<file path="src/rtl/fir_pkg.sv">
package fir_pkg;

    typedef enum logic [1:0] {
        RM_NEAR_EVEN = 2'd0,
        RM_UP        = 2'd1,
        RM_DOWN      = 2'd2,
        RM_ZERO      = 2'd3
    } rmode_e;

    localparam int SP_EW = 8;
    localparam int SP_FW = 23;
    localparam int DP_EW = 11;
    localparam int DP_FW = 52;
    localparam int NUM_FMT = 2;
    localparam int XLEN = 64;

endpackage

</file>
<file path="src/rtl/fir_round.sv">
module fir_round
    import fir_pkg::*;
#(
    parameter int EW = 8,
    parameter int FW = 23
) (
    input  logic [EW+FW:0] op,
    input  rmode_e         mode,
    output logic [EW+FW:0] rnd,
    output logic           inexact,
    output logic           special
);
    localparam int BIAS = (1 << (EW - 1)) - 1;
    localparam int MW   = FW + 2;
    localparam logic [EW-1:0] INT_EXP  = EW'(BIAS + FW);
    localparam logic [EW-1:0] ONE_EXP  = EW'(BIAS);
    localparam logic [EW-1:0] HALF_EXP = EW'(BIAS - 1);

    logic          sgn;
    logic [EW-1:0] ex;
    logic [FW-1:0] fr;
    logic [MW-1:0] mant, one, mask, half, keep_m, rem, sum;
    logic [EW:0]   shamt;
    logic          up, lsb, carry;
    logic          sum_lead_unused;

    assign sgn  = op[EW+FW];
    assign ex   = op[EW+FW-1:FW];
    assign fr   = op[FW-1:0];
    assign mant = {2'b01, fr};
    assign sum_lead_unused = sum[FW];

    always_comb begin
        rnd     = op;
        inexact = 1'b0;
        special = &ex;
        up      = 1'b0;
        shamt   = {1'b0, INT_EXP} - {1'b0, ex};
        one     = MW'(1) << shamt;
        mask    = one - MW'(1);
        half    = one >> 1;
        keep_m  = mant & ~mask;
        rem     = mant & mask;
        lsb     = |(mant & one);
        sum     = keep_m;
        carry   = 1'b0;
        if (special || ex >= INT_EXP) begin
            rnd = op;
        end else if (ex < ONE_EXP) begin
            if (ex != '0 || fr != '0) begin
                inexact = 1'b1;
                unique case (mode)
                    RM_NEAR_EVEN: up = (ex == HALF_EXP) && (fr != '0);
                    RM_UP:        up = !sgn;
                    RM_DOWN:      up = sgn;
                    RM_ZERO:      up = 1'b0;
                endcase
                rnd = up ? {sgn, ONE_EXP, {FW{1'b0}}} : {sgn, {(EW+FW){1'b0}}};
            end
        end else begin
            inexact = (rem != '0);
            unique case (mode)
                RM_NEAR_EVEN: up = (rem > half) || ((rem == half) && lsb);
                RM_UP:        up = !sgn && inexact;
                RM_DOWN:      up = sgn && inexact;
                RM_ZERO:      up = 1'b0;
            endcase
            sum   = keep_m + (up ? one : '0);
            carry = sum[FW+1];
            rnd   = {sgn, ex + EW'(carry), sum[FW-1:0]};
        end
    end

endmodule

</file>
<file path="src/rtl/fir_range.sv">
module fir_range #(
    parameter int EW = 8,
    parameter int FW = 23
) (
    input  logic [EW+FW:0] rnd,
    input  logic           special,
    input  logic           int64_sel,
    output logic           in_range,
    output logic [EW+FW:0] minint
);
    localparam int BIAS = (1 << (EW - 1)) - 1;
    localparam logic [EW-1:0] LIM32 = EW'(BIAS - 1 + 32);
    localparam logic [EW-1:0] LIM64 = EW'(BIAS - 1 + 64);

    logic [EW-1:0] lim;
    logic [EW-1:0] rex;

    assign lim    = int64_sel ? LIM64 : LIM32;
    assign rex    = rnd[EW+FW-1:FW];
    assign minint = {1'b1, lim, {FW{1'b0}}};

    always_comb begin
        if (special)
            in_range = 1'b0;
        else if (rex < lim)
            in_range = 1'b1;
        else if (rex == lim)
            in_range = rnd[EW+FW] && (rnd[FW-1:0] == '0);
        else
            in_range = 1'b0;
    end

endmodule

</file>
<file path="src/rtl/fp_int_bound_round.sv">
module fp_int_bound_round
    import fir_pkg::*;
(
    input  logic        clk,
    input  logic        rst_n,
    input  logic        in_valid,
    input  logic [63:0] operand,
    input  logic        is_double,
    input  logic        int64_sel,
    input  logic        trunc_sel,
    input  logic [1:0]  rmode,
    output logic        out_valid,
    output logic [63:0] result,
    output logic        flag_invalid,
    output logic        flag_inexact
);
    rmode_e eff_mode;
    logic [NUM_FMT-1:0][XLEN-1:0] fmt_res;
    logic [NUM_FMT-1:0]           fmt_inv;
    logic [NUM_FMT-1:0]           fmt_inx;
    logic [XLEN-1:0]              nxt_res;
    logic                         nxt_inv, nxt_inx;

    assign eff_mode = trunc_sel ? RM_ZERO : rmode_e'(rmode);

    for (genvar g = 0; g < NUM_FMT; g++) begin : g_fmt
        localparam int EW = (g == 1) ? DP_EW : SP_EW;
        localparam int FW = (g == 1) ? DP_FW : SP_FW;
        localparam int W  = 1 + EW + FW;
        logic [W-1:0] rnd_v, min_v;
        logic         inx_v, spc_v, ok_v;

        fir_round #(.EW(EW), .FW(FW)) u_round (
            .op(operand[W-1:0]), .mode(eff_mode),
            .rnd(rnd_v), .inexact(inx_v), .special(spc_v)
        );
        fir_range #(.EW(EW), .FW(FW)) u_range (
            .rnd(rnd_v), .special(spc_v), .int64_sel(int64_sel),
            .in_range(ok_v), .minint(min_v)
        );
        assign fmt_res[g] = ok_v ? XLEN'(rnd_v) : XLEN'(min_v);
        assign fmt_inv[g] = !ok_v;
        assign fmt_inx[g] = ok_v && inx_v;
    end

    assign nxt_res = fmt_res[is_double];
    assign nxt_inv = fmt_inv[is_double];
    assign nxt_inx = fmt_inx[is_double];

    always_ff @(posedge clk) begin
        if (!rst_n) begin
            out_valid    <= 1'b0;
            result       <= '0;
            flag_invalid <= 1'b0;
            flag_inexact <= 1'b0;
        end else begin
            out_valid <= in_valid;
            if (in_valid) begin
                result       <= nxt_res;
                flag_invalid <= nxt_inv;
                flag_inexact <= nxt_inx;
            end
        end
    end


    valid_follow_chk: assert property (@(posedge clk) disable iff (!rst_n)
        in_valid |=> out_valid);

    valid_drop_chk: assert property (@(posedge clk) disable iff (!rst_n)
        !in_valid |=> !out_valid);

    hold_chk: assert property (@(posedge clk) disable iff (!rst_n)
        !in_valid |=> $stable(result) && $stable(flag_invalid) && $stable(flag_inexact));

    special_chk: assert property (@(posedge clk) disable iff (!rst_n)
        in_valid && (is_double ? (&operand[62:52]) : (&operand[30:23])) |=> flag_invalid);

    flag_excl_chk: assert property (@(posedge clk) disable iff (!rst_n)
        out_valid |-> !(flag_invalid && flag_inexact));

    oor_enc_chk: assert property (@(posedge clk) disable iff (!rst_n)
        out_valid && flag_invalid |->
            ($past(is_double) ? (result[63] && result[51:0] == '0)
                              : (result[31] && result[22:0] == '0)));

    exact_pass_chk: assert property (@(posedge clk) disable iff (!rst_n)
        out_valid && !flag_invalid && !flag_inexact |->
            result == ($past(is_double) ? $past(operand) : {32'b0, $past(operand[31:0])}));

    sp_upper_chk: assert property (@(posedge clk) disable iff (!rst_n)
        out_valid && !$past(is_double) |-> result[63:32] == '0);

endmodule

</file>
<file path="config.mk">
export PLATFORM = sky130hd
export DESIGN_NAME = fp_int_bound_round
export DESIGN_NICKNAME = d
export VERILOG_FILES = /design/src/rtl/fir_pkg.sv /design/src/rtl/fir_round.sv /design/src/rtl/fir_range.sv /design/src/rtl/fp_int_bound_round.sv
export SDC_FILE = /design/constraint.sdc
export NUM_CORES = 1
export LEC_CHECK = 0
export ABC_AREA = 0
export BUFFER_PORTS_ARGS = -buffer_cell sky130_fd_sc_hd__buf_2
export CORE_MARGIN = 2
export CORE_UTILIZATION = 40
export CTS_BUF_LIST = sky130_fd_sc_hd__clkbuf_2 sky130_fd_sc_hd__clkbuf_4 sky130_fd_sc_hd__clkbuf_8
export DETAILED_ROUTE_END_ITERATION = 10
export GPL_TIMING_DRIVEN = 0
export HOLD_SLACK_MARGIN = 0.15
export SLEW_MARGIN = 20
export SYNTH_ARGS = -nofsm -noshare
export SYNTH_HDL_FRONTEND = slang
export SYNTH_HIERARCHICAL = 1
export SYNTH_SLANG_ARGS = --single-unit
</file>
<file path="constraint.sdc">
create_clock -name clk -period 22.1 [get_ports clk]
set_input_delay 5.525 -clock clk [delete_from_list [all_inputs] [get_ports clk]]
set_output_delay 5.525 -clock clk [all_outputs]
set_load 0.01 [all_outputs]
</file>
==> flow_metrics.py <==
metrics = {
    "status": {
        "status": "finished clean",
    },
    "cts": {
        "numCtsBuffers": 9,
        "hold_buffers": 0,
        "clk_latency_ns": 0.38,
        "clockBufferDepth": 2,
        "clock-sinks": 67,
        "cts_root_buf": "clkbuf_8",
        "post_cts_buffers": 0,
        "htree_levels": 3,
        "cts.reportedPaths.clkPinSlew_ns": 0.08,
        "tritoncts": "built",
    },
    "layout": {
        "layout-drive-gt1-share_pct": 13.1,
        "design_area_mm2": 0.0192,
        "fin_cells": 3274,
        "finalNetCount": 2965,
        "final_util_pct": 45.0,
        "final_cell_mix": "nand2_1, nor2_1, ha_1",
        "mostFrequentLayoutCell": "nand2_1",
        "syn_to_final_growth_pct": 11.5,
    },
    "sta": {
        "hold_violations": 0,
        "max_freq_mhz": 45.8,
        "whs_ns": 0.512,
        "finalClockSkew_ns": 0,
        "rsz0062_at_grt": "no",
        "maxSlewViolCount": 0,
        "fin_setup_tns_ns": 0,
        "worstMarginPinSlew_ns": 1.22,
        "fin_ws_ns": 0.286,
        "period_minus_slack_ns": 21.81,
        "slew_headroom_pct": 18.5,
        "setup_viol": 0,
        "finalCritPeriodShare_pct": 98.7,
    },
    "global_route": {
        "grtUsageTotal_pct": 41.9,
        "gr-total-overflow": 0,
        "grt_max_degree": 16,
        "grt.met2_usage_pct": 67.9,
        "grt_use_met3_pct": 8.68,
        "grt_pass1_vias": 20970,
        "grt-busiest-layer": "met2",
        "grtUsageMet1_pct": 47.4,
        "grt_pass1_wl_mm": 137,
        "antenna_found_initial": 3,
    },
    "die": {
        "rows": 76,
        "die_w_um": 212,
        "io_pins": 139,
        "start_util_pct": 40.3,
        "die_h_um": 212,
        "dieArea_mm2": 0.0448,
        "core_mm2": 0.0428,
    },
    "placement": {
        "dp_hpwl_mm": 76.2,
        "io_buffers": 135,
        "preCtsSetupSlack_ns": 0.163,
        "gp_congestion": 1.04,
        "place_inst": 3253,
        "dpl_cell_area_mm2": 0.0190,
    },
    "detailed_routing": {
        "num_vias": 21563,
        "drc": 0,
        "vias_per_cell": 6.59,
        "post_drt_wl_per_cell_um": 29.3,
        "drtIter0Drc": 2268,
        "routed_wl_mm": 96.0,
        "ant_nets": 0,
        "first_pass_iters": 6,
    },
    "synth": {
        "synthFlopType": "dfxtp_1",
        "syn_area_mm2": 0.0173,
        "syn_inst": 2480,
        "synth_area_per_cell_um2": 6.96,
        "synth-seq-cells": 67,
        "async_flop_share_pct": 0,
        "synth_edf_count": 0,
        "yosysSeqAreaShare_pct": 7.77,
        "synth.distinct_cells": 105,
        "yosys_warnings": 6,
    },
    "critical_path": {
        "reg2reg_slack_ns": 21.36,
        "timing.rr.end": "result[52]",
        "worst_path_most_repeated_cell": "ha_1",
        "path_class": "in -> reg",
        "crit_path_end_kind": "flop",
        "critPathMaxStageDelay_ns": 0.86,
        "critPathLaunchType": "primary input",
        "critPathArrivalTime_ns": 22.06,
        "cp_max_fo": 10,
        "reg2reg_from": "result[52]",
        "cp_data_required_time_ns": 22.34,
        "ff2ff_path_depth": 3,
        "cp_slowest_cell": "nor4_1",
    },
    "power_and_ir_drop": {
        "leakage_nw": 8.75,
        "vdd_ir_drop_max_uv": 36.3,
        "powerDensity_mw_per_mm2": 28.2,
        "power.total_mw": 0.542,
    },
    "hold_path": {
        "min-delay-start": "result[19]",
        "hold_end": "result[19]",
        "hp-class": "reg -> reg",
        "whs_path_depth": 2,
    },
    "job": {
        "drv_cap": 0,
    },
}
## cells in the mapped netlist (46+ instances only)
cell | number | area [um^2]
dfxtp_1 | 67 | 1340
nor3_1 | 46 | 230
inv_1 | 104 | 390
clkbuf_1 | 93 | 349
o21ai_0 | 151 | 756
nor4_1 | 49 | 307
and2_1 | 86 | 538
mux2i_1 | 116 | 1160
nor2_1 | 193 | 724
a21o_1 | 61 | 458
a21oi_1 | 141 | 706
nand2_1 | 251 | 942
ha_1 | 173 | 2160
nand3_1 | 83 | 415
buf_4 | 107 | 803
## cells by family after synthesis
| family | share of synthesized area, % |
|---|---|
| mux | 6.93 |
| xor+xnor | 4.61 |
| other cells | 0.0870 |
| compound gates | 28.9 |
| flops | 7.77 |
| fa+ha+maj | 12.8 |
| buf+inv | 10.3 |
| simple gates | 28.5 |
## state kept, by name, summed over array words and instances, names as in the netlist
| register | cells |
|---|---|
| flag_invalid | 1 |
| result | 64 |
| out_valid | 1 |
| flag_inexact | 1 |
## worst max-delay path, delay by kind of cell
family                     cells  cell delay (ns)
AOI/OAI and AO/OA             19             6.45
xor gates and xnor gates       3             1.04
adders and majority gates      5             1.96
buffers and inverters          9             2.29
muxes                          1             0.27
and+or+nand+nor               17             4.46
## cell type report
class	count	area [um^2]
clock inverters	7	100
multi-input cells	2159	14500
inverters	105	398
well taps	546	683
plain buffers	239	1390
diodes	5	12.5
repair buffers	137	688
clock buffers	9	124
fillers	4513	23600
flip-flops and latches	67	1340
## report_power, final
group / internal [mW] / switching (mW) / leakage [nW] / total, mW
Combinational: 0.0946 / 0.196 / 8.09 / 0.290
Clock: 0.0642 / 0.0563 / 0.114 / 0.121
Sequential: 0.127 / 0.00397 / 0.547 / 0.131
## worst max path at each step
stage                       endpoint  cells after the start        start  slack, ns
after floorplan           result[49]                     55  operand[54]       6.08
after global placement    result[31]                     54  operand[54]      -0.08
after detailed placement  result[51]                     56  operand[54]       0.16
after CTS                 result[51]                     56  operand[54]       0.48
after global routing      result[51]                     55  operand[54]       0.04
final                     result[22]                     54  operand[54]       0.29
## per-layer routing
layer | routed length, um | vias to the layer above | share of wire [%]
met2 | 42600 | 1383 | 44
met4 | 9340 | 0 | 9.7
met1 | 35200 | 10198 | 37
met5 | 0 | - | 0
li1 | - | 9499 | -
met3 | 8840 | 483 | 9.2
## what timing repair did
| item | in CTS | in global routing |
|---|---|---|
| setup endpoints to repair | 0 | 66 |
| gates resized for setup | 0 | 3 |
| endpoints found under the hold margin | 0 | 0 |
(Power assumes the default switching activity.)
